<file path="src/rtl/cseq_pkg.sv">
`timescale 1ns/1ps
// cseq_pkg: shared depth encoding for the idle-state sequencer.
// Depth counts how many control steps are currently applied; each
// deeper level adds exactly one step, so outputs decode from depth.
package cseq_pkg;

    typedef logic [2:0] depth_t;

    localparam depth_t D_NONE = 3'd0;  // nothing asserted
    localparam depth_t D_STOP = 3'd1;  // stop-clock request
    localparam depth_t D_SLP  = 3'd2;  // plus deep sleep
    localparam depth_t D_CLK  = 3'd3;  // plus clock off
    localparam depth_t D_VLOW = 3'd4;  // plus low core voltage

    localparam logic [2:0] LVL_HALT = 3'd1;

    // Map a requested idle level to the step depth it needs.
    function automatic depth_t depth_for_level(input logic [2:0] lvl);
        case (lvl)
            3'd0, 3'd1: return D_NONE;
            3'd2:       return D_STOP;
            3'd3:       return D_CLK;
            default:    return D_VLOW;
        endcase
    endfunction

endpackage

</file>
<file path="src/rtl/cseq_timer.sv">
`timescale 1ns/1ps
// cseq_timer: saturating cycle counter measuring time since last clear.
// Assumes the caller clears it on every sequencer step.
module cseq_timer #(
    parameter int CW = 7
) (
    input  logic          clk,
    input  logic          rst_n,
    input  logic          clr,
    output logic [CW-1:0] cnt
);
    localparam logic [CW-1:0] CMAX = {CW{1'b1}};

    // Count up from zero after a clear, hold at the maximum.
    always_ff @(posedge clk) begin
        if (!rst_n)           cnt <= '0;
        else if (clr)         cnt <= '0;
        else if (cnt != CMAX) cnt <= cnt + 1'b1;
    end
endmodule

</file>
<file path="src/rtl/cseq_throttle.sv">
`timescale 1ns/1ps
// cseq_throttle: duty-cycle generator for the stop-clock request in C0.
// Asserts its request in `duty` of every 2**DUTY_W cycles while `run`
// and `en` are high; the slot counter restarts when either drops.
module cseq_throttle #(
    parameter int DUTY_W = 3
) (
    input  logic              clk,
    input  logic              rst_n,
    input  logic              run,
    input  logic              en,
    input  logic [DUTY_W-1:0] duty,
    output logic              thr_req
);
    logic [DUTY_W-1:0] slot_q;

    // Walk the slot counter around the period while throttling.
    always_ff @(posedge clk) begin
        if (!rst_n || !run || !en) slot_q <= '0;
        else                       slot_q <= slot_q + 1'b1;
    end

    // Register the request for the current slot.
    always_ff @(posedge clk) begin
        if (!rst_n) thr_req <= 1'b0;
        else        thr_req <= run && en && (slot_q < duty);
    end
endmodule

</file>
<file path="src/rtl/cseq_ladder.sv">
`timescale 1ns/1ps
// cseq_ladder: step controller. Holds the current step depth and
// moves it one step at a time toward the requested target or, after
// a wake, back toward zero. Assumes `cnt` is the timer that it clears
// through `clr` whenever it steps or begins to unwind.
module cseq_ladder
    import cseq_pkg::*;
#(
    parameter int STEP_DLY = 4,
    parameter int VR_TMO   = 64,
    parameter int CW       = 7
) (
    input  logic          clk,
    input  logic          rst_n,
    input  logic [2:0]    req_lvl,
    input  logic          wake,
    input  logic          grant_ack,
    input  logic          vreg_ok,
    input  logic [CW-1:0] cnt,
    output logic          clr,
    output logic          run,
    output depth_t        depth
);
    localparam logic [CW-1:0] GAP_LAST = CW'(STEP_DLY - 1);
    localparam logic [CW-1:0] TMO_LAST = CW'(VR_TMO - 1);

    depth_t depth_q, depth_d, tgt_q, tgt_d, lvl_depth;
    logic   unwind_q, unwind_d, halt_q, halt_d;
    logic   vwait_q, vwait_d, ack_q, ack_d;
    logic   idle, gap_ok, volt_ok;

    assign lvl_depth = depth_for_level(req_lvl);
    assign idle      = (depth_q == D_NONE) && !unwind_q && !halt_q;
    assign gap_ok    = cnt >= GAP_LAST;
    assign volt_ok   = vreg_ok || (cnt >= TMO_LAST);
    assign run       = idle;
    assign depth     = depth_q;

    // Decide the next step, halt entry/exit and unwinding.
    always_comb begin
        depth_d  = depth_q;
        tgt_d    = tgt_q;
        unwind_d = unwind_q;
        halt_d   = halt_q;
        vwait_d  = vwait_q;
        ack_d    = ack_q;
        clr      = 1'b0;
        if (depth_q == D_NONE) ack_d = 1'b0;
        else if (grant_ack)    ack_d = 1'b1;
        if (halt_q) begin
            if (wake) halt_d = 1'b0;
        end else if (idle) begin
            if (!wake) begin
                if (lvl_depth != D_NONE) begin
                    depth_d = D_STOP;
                    tgt_d   = lvl_depth;
                    clr     = 1'b1;
                end else if (req_lvl == LVL_HALT) begin
                    halt_d = 1'b1;
                end
            end
        end else if (unwind_q) begin
            if (vwait_q ? volt_ok : gap_ok) begin
                depth_d = depth_q - 1'b1;
                clr     = 1'b1;
                vwait_d = (depth_q == D_VLOW);
                if (depth_q == D_STOP) unwind_d = 1'b0;
            end
        end else if (wake) begin
            unwind_d = 1'b1;
            clr      = 1'b1;
        end else if ((depth_q < tgt_q) && gap_ok &&
                     ((depth_q != D_STOP) || ack_q || grant_ack)) begin
            depth_d = depth_q + 1'b1;
            clr     = 1'b1;
        end
    end

    // Hold the sequencer state.
    always_ff @(posedge clk) begin
        if (!rst_n) begin
            depth_q  <= D_NONE;
            tgt_q    <= D_NONE;
            unwind_q <= 1'b0;
            halt_q   <= 1'b0;
            vwait_q  <= 1'b0;
            ack_q    <= 1'b0;
        end else begin
            depth_q  <= depth_d;
            tgt_q    <= tgt_d;
            unwind_q <= unwind_d;
            halt_q   <= halt_d;
            vwait_q  <= vwait_d;
            ack_q    <= ack_d;
        end
    end
endmodule

</file>
<file path="src/rtl/cstate_seq.sv">
`timescale 1ns/1ps
// cstate_seq: processor idle-state sequencer (C0..C4) with C0 throttling.
// Assumes the requester drops req_lvl before signalling wake, and that
// grant_ack and vreg_ok are synchronous to clk.
module cstate_seq
    import cseq_pkg::*;
#(
    parameter int STEP_DLY = 4,
    parameter int VR_TMO   = 64,
    parameter int DUTY_W   = 3
) (
    input  logic              clk,
    input  logic              rst_n,
    input  logic [2:0]        req_lvl,
    input  logic              wake,
    input  logic              grant_ack,
    input  logic              vreg_ok,
    input  logic              thr_en,
    input  logic [DUTY_W-1:0] thr_duty,
    output logic              halt_req_n,
    output logic              sleep_n,
    output logic              clkoff_n,
    output logic              vcore_lo,
    output logic              mem_block
);
    localparam int MAXW = (STEP_DLY > VR_TMO) ? STEP_DLY : VR_TMO;
    localparam int CW   = $clog2(MAXW + 1);

    logic [CW-1:0] cnt;
    logic          clr, run, thr_req;
    depth_t        depth;

    cseq_timer #(.CW(CW)) u_timer (
        .clk(clk), .rst_n(rst_n), .clr(clr), .cnt(cnt)
    );

    cseq_ladder #(.STEP_DLY(STEP_DLY), .VR_TMO(VR_TMO), .CW(CW)) u_ladder (
        .clk(clk), .rst_n(rst_n), .req_lvl(req_lvl), .wake(wake),
        .grant_ack(grant_ack), .vreg_ok(vreg_ok), .cnt(cnt),
        .clr(clr), .run(run), .depth(depth)
    );

    cseq_throttle #(.DUTY_W(DUTY_W)) u_thr (
        .clk(clk), .rst_n(rst_n), .run(run), .en(thr_en),
        .duty(thr_duty), .thr_req(thr_req)
    );

    // Decode the step depth into the platform controls.
    always_comb begin
        halt_req_n = !((depth >= D_STOP) || thr_req);
        sleep_n    = !(depth >= D_SLP);
        clkoff_n   = !(depth >= D_CLK);
        vcore_lo   = (depth == D_VLOW);
        mem_block  = (depth >= D_SLP);
    end
endmodule

</file>
<file path="config.mk">
export PLATFORM = sky130hd
export DESIGN_NAME = cstate_seq
export DESIGN_NICKNAME = d
export VERILOG_FILES = /design/src/rtl/cseq_pkg.sv /design/src/rtl/cseq_timer.sv /design/src/rtl/cseq_throttle.sv /design/src/rtl/cseq_ladder.sv /design/src/rtl/cstate_seq.sv
export SDC_FILE = /design/constraint.sdc
export NUM_CORES = 1
export LEC_CHECK = 0
export ABC_CLOCK_PERIOD_IN_PS = 2700
export CAP_MARGIN = 5
export CORE_MARGIN = 1.5
export CORE_UTILIZATION = 50
export CTS_CLUSTER_SIZE = 25
export DETAILED_ROUTE_END_ITERATION = 16
export PLACE_DENSITY = 0.74
export SETUP_SLACK_MARGIN = 0.02
export SLEW_MARGIN = 20
export SYNTH_ARGS = -nofsm -noshare
export SYNTH_HDL_FRONTEND = slang
export SYNTH_SLANG_ARGS = --single-unit
</file>
<file path="constraint.sdc">
create_clock -name clk -period 2.7 [get_ports clk]
set_input_delay 0.54 -clock clk [delete_from_list [all_inputs] [get_ports clk]]
set_output_delay 0.54 -clock clk [all_outputs]
set_load 0.01 [all_outputs]
</file>
# Word level (Yosys, flattened, before mapping)
# Cells that the tools add are included.
[op_classes] add_sub_neg=4 n_lt_le_gt_ge=7 n_eq_ne=11 mux=27 n_bitwise=4 n_reduce_logical=31
[op_table] cell="$mux W3" count=7
[op_table] cell="$mux W1" count=19
[op_table] cell="$pmux W3 S3" count=1
[op_table] cell="$logic_not A1 Y1" count=8
[op_table] cell="$reduce_and A4 Y1" count=2
[op_table] cell="$add A7 B1 Y7 const B" count=1
[op_table] cell="$ge A7 B2 Y1 const B" count=1
[op_table] cell="$ge A7 B6 Y1 const B" count=1
[op_table] cell="$ne A7 B7 Y1 const B" count=1
[op_table] cell="$add A3 B1 Y3 const B" count=2
[op_table] cell="$eq A3 B1 Y1 const B" count=2
[op_table] cell="$eq A3 B2 Y1 const B" count=2
[op_table] cell="$ge A3 B2 Y1 const B" count=2
[op_table] cell="$logic_and A1 B1 Y1" count=6
[op_table] cell="$logic_not A3 Y1" count=2
[op_table] cell="$logic_or A1 B1 Y1" count=6
[op_table] cell="$lt A3 B3 Y1" count=2
[op_table] cell="$reduce_and A6 Y1" count=1
[op_table] cell="$reduce_bool A3 Y1" count=2
[op_table] cell="$reduce_or A2 Y1" count=3
[op_table] cell="$ne A2 B2 Y1 const B" count=2
[op_table] cell="$not A1 Y1" count=4
[op_table] cell="$eq A3 B3 Y1 const B" count=1
[op_table] cell="$ge A3 B1 Y1 const B" count=1
[op_table] cell="5 further kinds" count=5
[word_totals] ff_bits=21 in_bits=12 out_inout_bits=5 elab_cells=93

# Depth between registers and ports, before layout
# Gate-level depths: netlist (run 1).
[logic_depth] word_depth=10 depth_mapped=8 ltp_nobuf=7

# By module
# Synthesis (run 1) repeated with hierarchy kept, for this count alone.
[unflattened] hier_cells=142 area_unflattened_um2=1232.4
[modules_own_cells] mod="cseq_ladder" n_inst=1 cells_per_inst=87 area_each_um2=694.4 seq_area_each_um2=200.2
[modules_own_cells] mod="cseq_timer" n_inst=1 cells_per_inst=32 area_each_um2=319.1 seq_area_each_um2=140.1
[modules_own_cells] mod="cseq_throttle" n_inst=1 cells_per_inst=18 area_each_um2=183.9 seq_area_each_um2=80.1
[modules_own_cells] mod="cstate_seq" n_inst=1 cells_per_inst=5 area_each_um2=35.0 seq_area_each_um2=0.0

# Least setup slack after synthesis (run 1)
# OpenSTA, ideal clock, no wires.
[synth_timing] path_type="register -> register" from="register u_ladder.depth_q[0], in the netlist u_ladder.depth[0]" to="register u_ladder.depth_q[0], in the netlist u_ladder.depth[0]" setup_ns=0.119 arrival_ns=1.852 required_time_ns=2.581 setup_slack_ns=0.729 stages_incl_launch_ff=8 path_buffers=1 period_less_slack_ns=1.971 path_cell_list="dfxtp_1 inv_1 ha_1 nor2b_1 clkbuf_1 nor2b_1 or4_1 o221a_1"
[synth_between] elab_chain_len=6 elab_cells_between_ends=21 cone_classes="2 x add/sub; 1 x order compare; 4 x eq/ne; 5 x mux; 9 x reduce/logical"
[synth_rtl] element="start: declaration" line="cseq_ladder.sv:27" rtl="depth_t depth_q, depth_d, tgt_q, tgt_d, lvl_depth;"
[synth_rtl] element="start signal: assignment" line="cseq_ladder.sv:89" rtl="depth_q <= depth_d;"
[synth_rtl] element="branches (longest 6 deep; another with $add A3 B1 Y3)"
# Several ways; the timed one is not identified. The select of a mux whose other input is x is not followed.
# A chain may end at the register's enable or synchronous reset.

# Final worst setup path (run 1)
[layout_timing] from="register u_ladder.depth_q[0], in the netlist u_ladder.depth[0]" to="output sleep_n"
[layout_between] elab_chain_len=2
[layout_rtl] element="$ge A3 B2 Y1" line="cstate_seq.sv:51" rtl="sleep_n = !(depth >= D_SLP);"
[layout_rtl] element="$logic_not A1 Y1" line="cstate_seq.sv:51"
[layout_rtl] element="end: declaration" line="cstate_seq.sv:21" rtl="output logic sleep_n,"
# Every way passes these cells.

==> results of run 1 <==
## cells in the final DEF, fill, tap and decap left out, types with 2 or more instances in the layout
cell and n:
nor2_1 21, dfxtp_1 20, inv_1 15, clkdlybuf4s50_1 15
nand2_1 14, a21oi_1 12, ha_1 12, nor2b_1 5
a31oi_1 5, nand3_1 4, o21ai_0 4, nor3_1 4
xnor2_1 4, mux2i_1 4, a211oi_1 3, nand2b_1 3
o211ai_1 3, xor2_1 3, clkbuf_4 3, or4_1 2
a21o_1 2
## metrics by stage
step | instance area [um^2] | power, uW | cells
2_1_floorplan | 1280 | 770 | 158
3_3_place_gp | 1460 | 902 | 201
3_5_place_dp | 1460 | 927 | 201
4_1_cts | 1490 | 1080 | 205
5_1_grt | 1490 | 1150 | 205
6_report | 1490 | 1070 | 205
## critical path: stages, from the launching register on
cell and delay (ns):
dfxtp_1 0.45, inv_1 0.14, ha_1 0.21, or3_1 0.32
inv_1 0.06, clkdlybuf4s50_1 0.52
## state kept, by name, indices dropped and copies added, names as in the netlist
signal and flops:
u_thr.slot_q 3, u_ladder.depth 3, u_ladder.tgt_q 3, u_timer.cnt 7
u_ladder.unwind_q 1, u_ladder.halt_q 1, u_thr.thr_req 1, u_ladder.ack_q 1
u_ladder.vwait_q 1
## worst max-delay path by stage
stage                                   start                              to  slack [ns]  cells after the start
2_1_floorplan  u_ladder.depth[0]$_SDFFE_PN0P_  u_ladder.depth[0]$_SDFFE_PN0P_        0.73                      7
3_3_place_gp                          vreg_ok  u_ladder.depth[0]$_SDFFE_PN0P_        0.30                      6
3_5_place_dp                          vreg_ok  u_ladder.depth[0]$_SDFFE_PN0P_        0.25                      6
4_1_cts        u_ladder.depth[1]$_SDFFE_PN0P_                      halt_req_n        0.07                      5
5_1_grt        u_ladder.depth[0]$_SDFFE_PN0P_                         sleep_n        0.05                      5
6_report       u_ladder.depth[0]$_SDFFE_PN0P_                         sleep_n        0.15                      5
## report_power, final
| group | internal [uW] | switching (uW) |
|---|---|---|
| clock | 55.2 | 96.4 |
| combinational | 236 | 260 |
| sequential | 359 | 65.2 |
| total | 650 | 421 |
## repair_timing
item                                    4_1_cts  5_1_grt
buffers inserted                              0        0
cloned                                        0        0
gates resized for setup                       1        2
endpoints found under the setup margin        1        1
## area by class of cell
class / instances / area, um^2
fill: 231 / 961
multi-input combinational: 118 / 778
sequential: 21 / 424
timing repair buffer: 17 / 170
inverter: 15 / 56.3
tap: 30 / 37.5
clock buffer: 3 / 22.5
clock inverter: 1 / 5.00
## cell families after synthesis
kind of cell / after synthesis
xor gates and xnor gates: 7
AOI/OAI and AO/OA: 35
muxes: 4
DFF: 21
and+or+nand+nor: 60
buffers and inverters: 19
adders and majority gates: 12
## per-layer routing
layer  routed length [um]  share of wire  GRT usage  vias up
met4                   19         0.0074      0.103        0
met3                   62          0.024     0.0250        2
met2                 1260           0.49      0.327       12
li1                     -              -          -      582
met1                 1210           0.47      0.256      528
met5                    0              0          0        -
==> flow_metrics.env, run 1 <==
export IMPL_outcome="complete, no violations"
export IMPL_postCtsHoldBufs=0
export IMPL_max_clock_path_buffers=2
export IMPL_post_place_ws_ns=0.254
export IMPL_worstPathRequired_ns=2.16
export IMPL_area_growth_pct=16.9
export IMPL_hp_start="u_thr.slot_q[0]$_SDFF_PP0_"
export IMPL_layout_drive_gt1_share=0.0514
export IMPL_ys_types=35
export IMPL_grt_overflow=0
export IMPL_cp_max_fo=7
export IMPL_p_leak_uw=0.000626
export IMPL_row_count=18
export IMPL_routed_wl_mm=2.55
export IMPL_track_usage=0.199
export IMPL_power_density_nw_per_um2=717
export IMPL_root_buffer="clkbuf_4"
export IMPL_cts_sinks=21
export IMPL_min_path_cells=1
export IMPL_syn_area_per_cell_um2=8.09
export IMPL_num_nets_final=200
export IMPL_io_pins=17
export IMPL_fin_crit_ns=2.55
export IMPL_hold_viol_final=0
export IMPL_ys_flop_type="dfxtp_1"
export IMPL_clock_skew_ns=0.00354
export IMPL_fin_util=0.609
export IMPL_ys_warn_count=0
export IMPL_arrival_ns=2.01
export IMPL_synth_area_um2=1280
export IMPL_synth_edf_count=0
export IMPL_synthArstFlopShare=0
export IMPL_hold_path_class="register to register"
export IMPL_io_buffers=16
export IMPL_rsz0062_at_grt="no"
export IMPL_yosysSeqAreaShare=0.329
export IMPL_die_area_um2=2870
export IMPL_grt_pass1_wl_mm=4.17
export IMPL_viasPerCell=5.48
export IMPL_diodes=0
export IMPL_layout_setup_ws_ns=0.155
export IMPL_grt_pass1_vias=990
export IMPL_die_w_um=53.5
export IMPL_cts_tree="built"
export IMPL_synthMuxAreaShare=0.0313
export IMPL_htree_levels=1
export IMPL_wire_per_inst_um=12.5
export IMPL_synthTopCellsByArea="dfxtp_1 33%, ha_1 12%, nor2_1 6.2%, a21oi_1 4.7%, inv_1 4.4%"
export IMPL_yosys_top_cells_count="21 x dfxtp_1, 21 x nor2_1, 15 x inv_1, 14 x nand2_1"
export IMPL_end_kind="primary output"
export IMPL_maxSlewViolCount=0
export IMPL_synthSimpleGateAreaFrac=0.234
export IMPL_dr_total_vias=1124
export IMPL_grt_max_degree=15
export IMPL_syn_nets=182
export IMPL_max_freq_ghz=0.393
export IMPL_start_util=0.520
export IMPL_irDropWorstVdd_mv=0.447
export IMPL_drt_iter0_drc=11
export IMPL_ff2ff_path_depth=8
export IMPL_hpwl_mm=2.01
export IMPL_synth_seq_cells=21
export IMPL_hold_slack_ns=0.458
export IMPL_worstReg2RegStart="u_ladder.depth[0]$_SDFFE_PN0P_"
export IMPL_antenna_found_initial=0
export IMPL_synth_top_family_by_area="simple AND/OR/NAND/NOR gates"
export IMPL_synth_fa_ha_area_frac=0.118
export IMPL_drc_errors=0
export IMPL_tns_ns=0
export IMPL_antenna_left=0
export IMPL_core_area_um2=2450
export IMPL_hold_end="u_thr.slot_q[0]$_SDFF_PP0_"
export IMPL_synthXorXnorAreaFrac=0.0480
export IMPL_place_gp_congestion=0.879
export IMPL_crit_path_start_kind="register"
export IMPL_synth_top_area_frac=0.329
export IMPL_setup_violations=0
export IMPL_max_cap_viol_count=0
export IMPL_postSynthCellCount=158
export IMPL_synth_compound_area_frac=0.178
export IMPL_cts_made_buffers=3
export IMPL_min_period_over_period=0.943
export IMPL_r2r_end="u_ladder.depth[0]$_SDFFE_PN0P_"
export IMPL_firstDrtPassIters=4
export IMPL_relSlewSlack=0.621
export IMPL_worstMarginPinSlew_ns=0.567
export IMPL_clock_latency_ns=0.30
export IMPL_ff2ff_setup_slack_ns=0.57
export IMPL_fp_dieH_um=53.5
export IMPL_synth_top_cell_by_area="dfxtp_1"
export IMPL_path_class="register to primary output"
export IMPL_cts_clk_slew_worst_paths_ns=0.11
No activity file was read; power rests on OpenSTA's default activity.
==> run 2: changes to the inputs <==
--- a/config.mk
+++ b/config.mk
@@ -5,6 +5,7 @@
 export SDC_FILE = /design/constraint.sdc
 export NUM_CORES = 1
 export LEC_CHECK = 0
+export ABC_AREA = 0
 export ABC_CLOCK_PERIOD_IN_PS = 2700
 export CAP_MARGIN = 5
 export CORE_MARGIN = 1.5
==> results of run 2 <==
Final layout, timing and power as in run 1 (identical DEF).
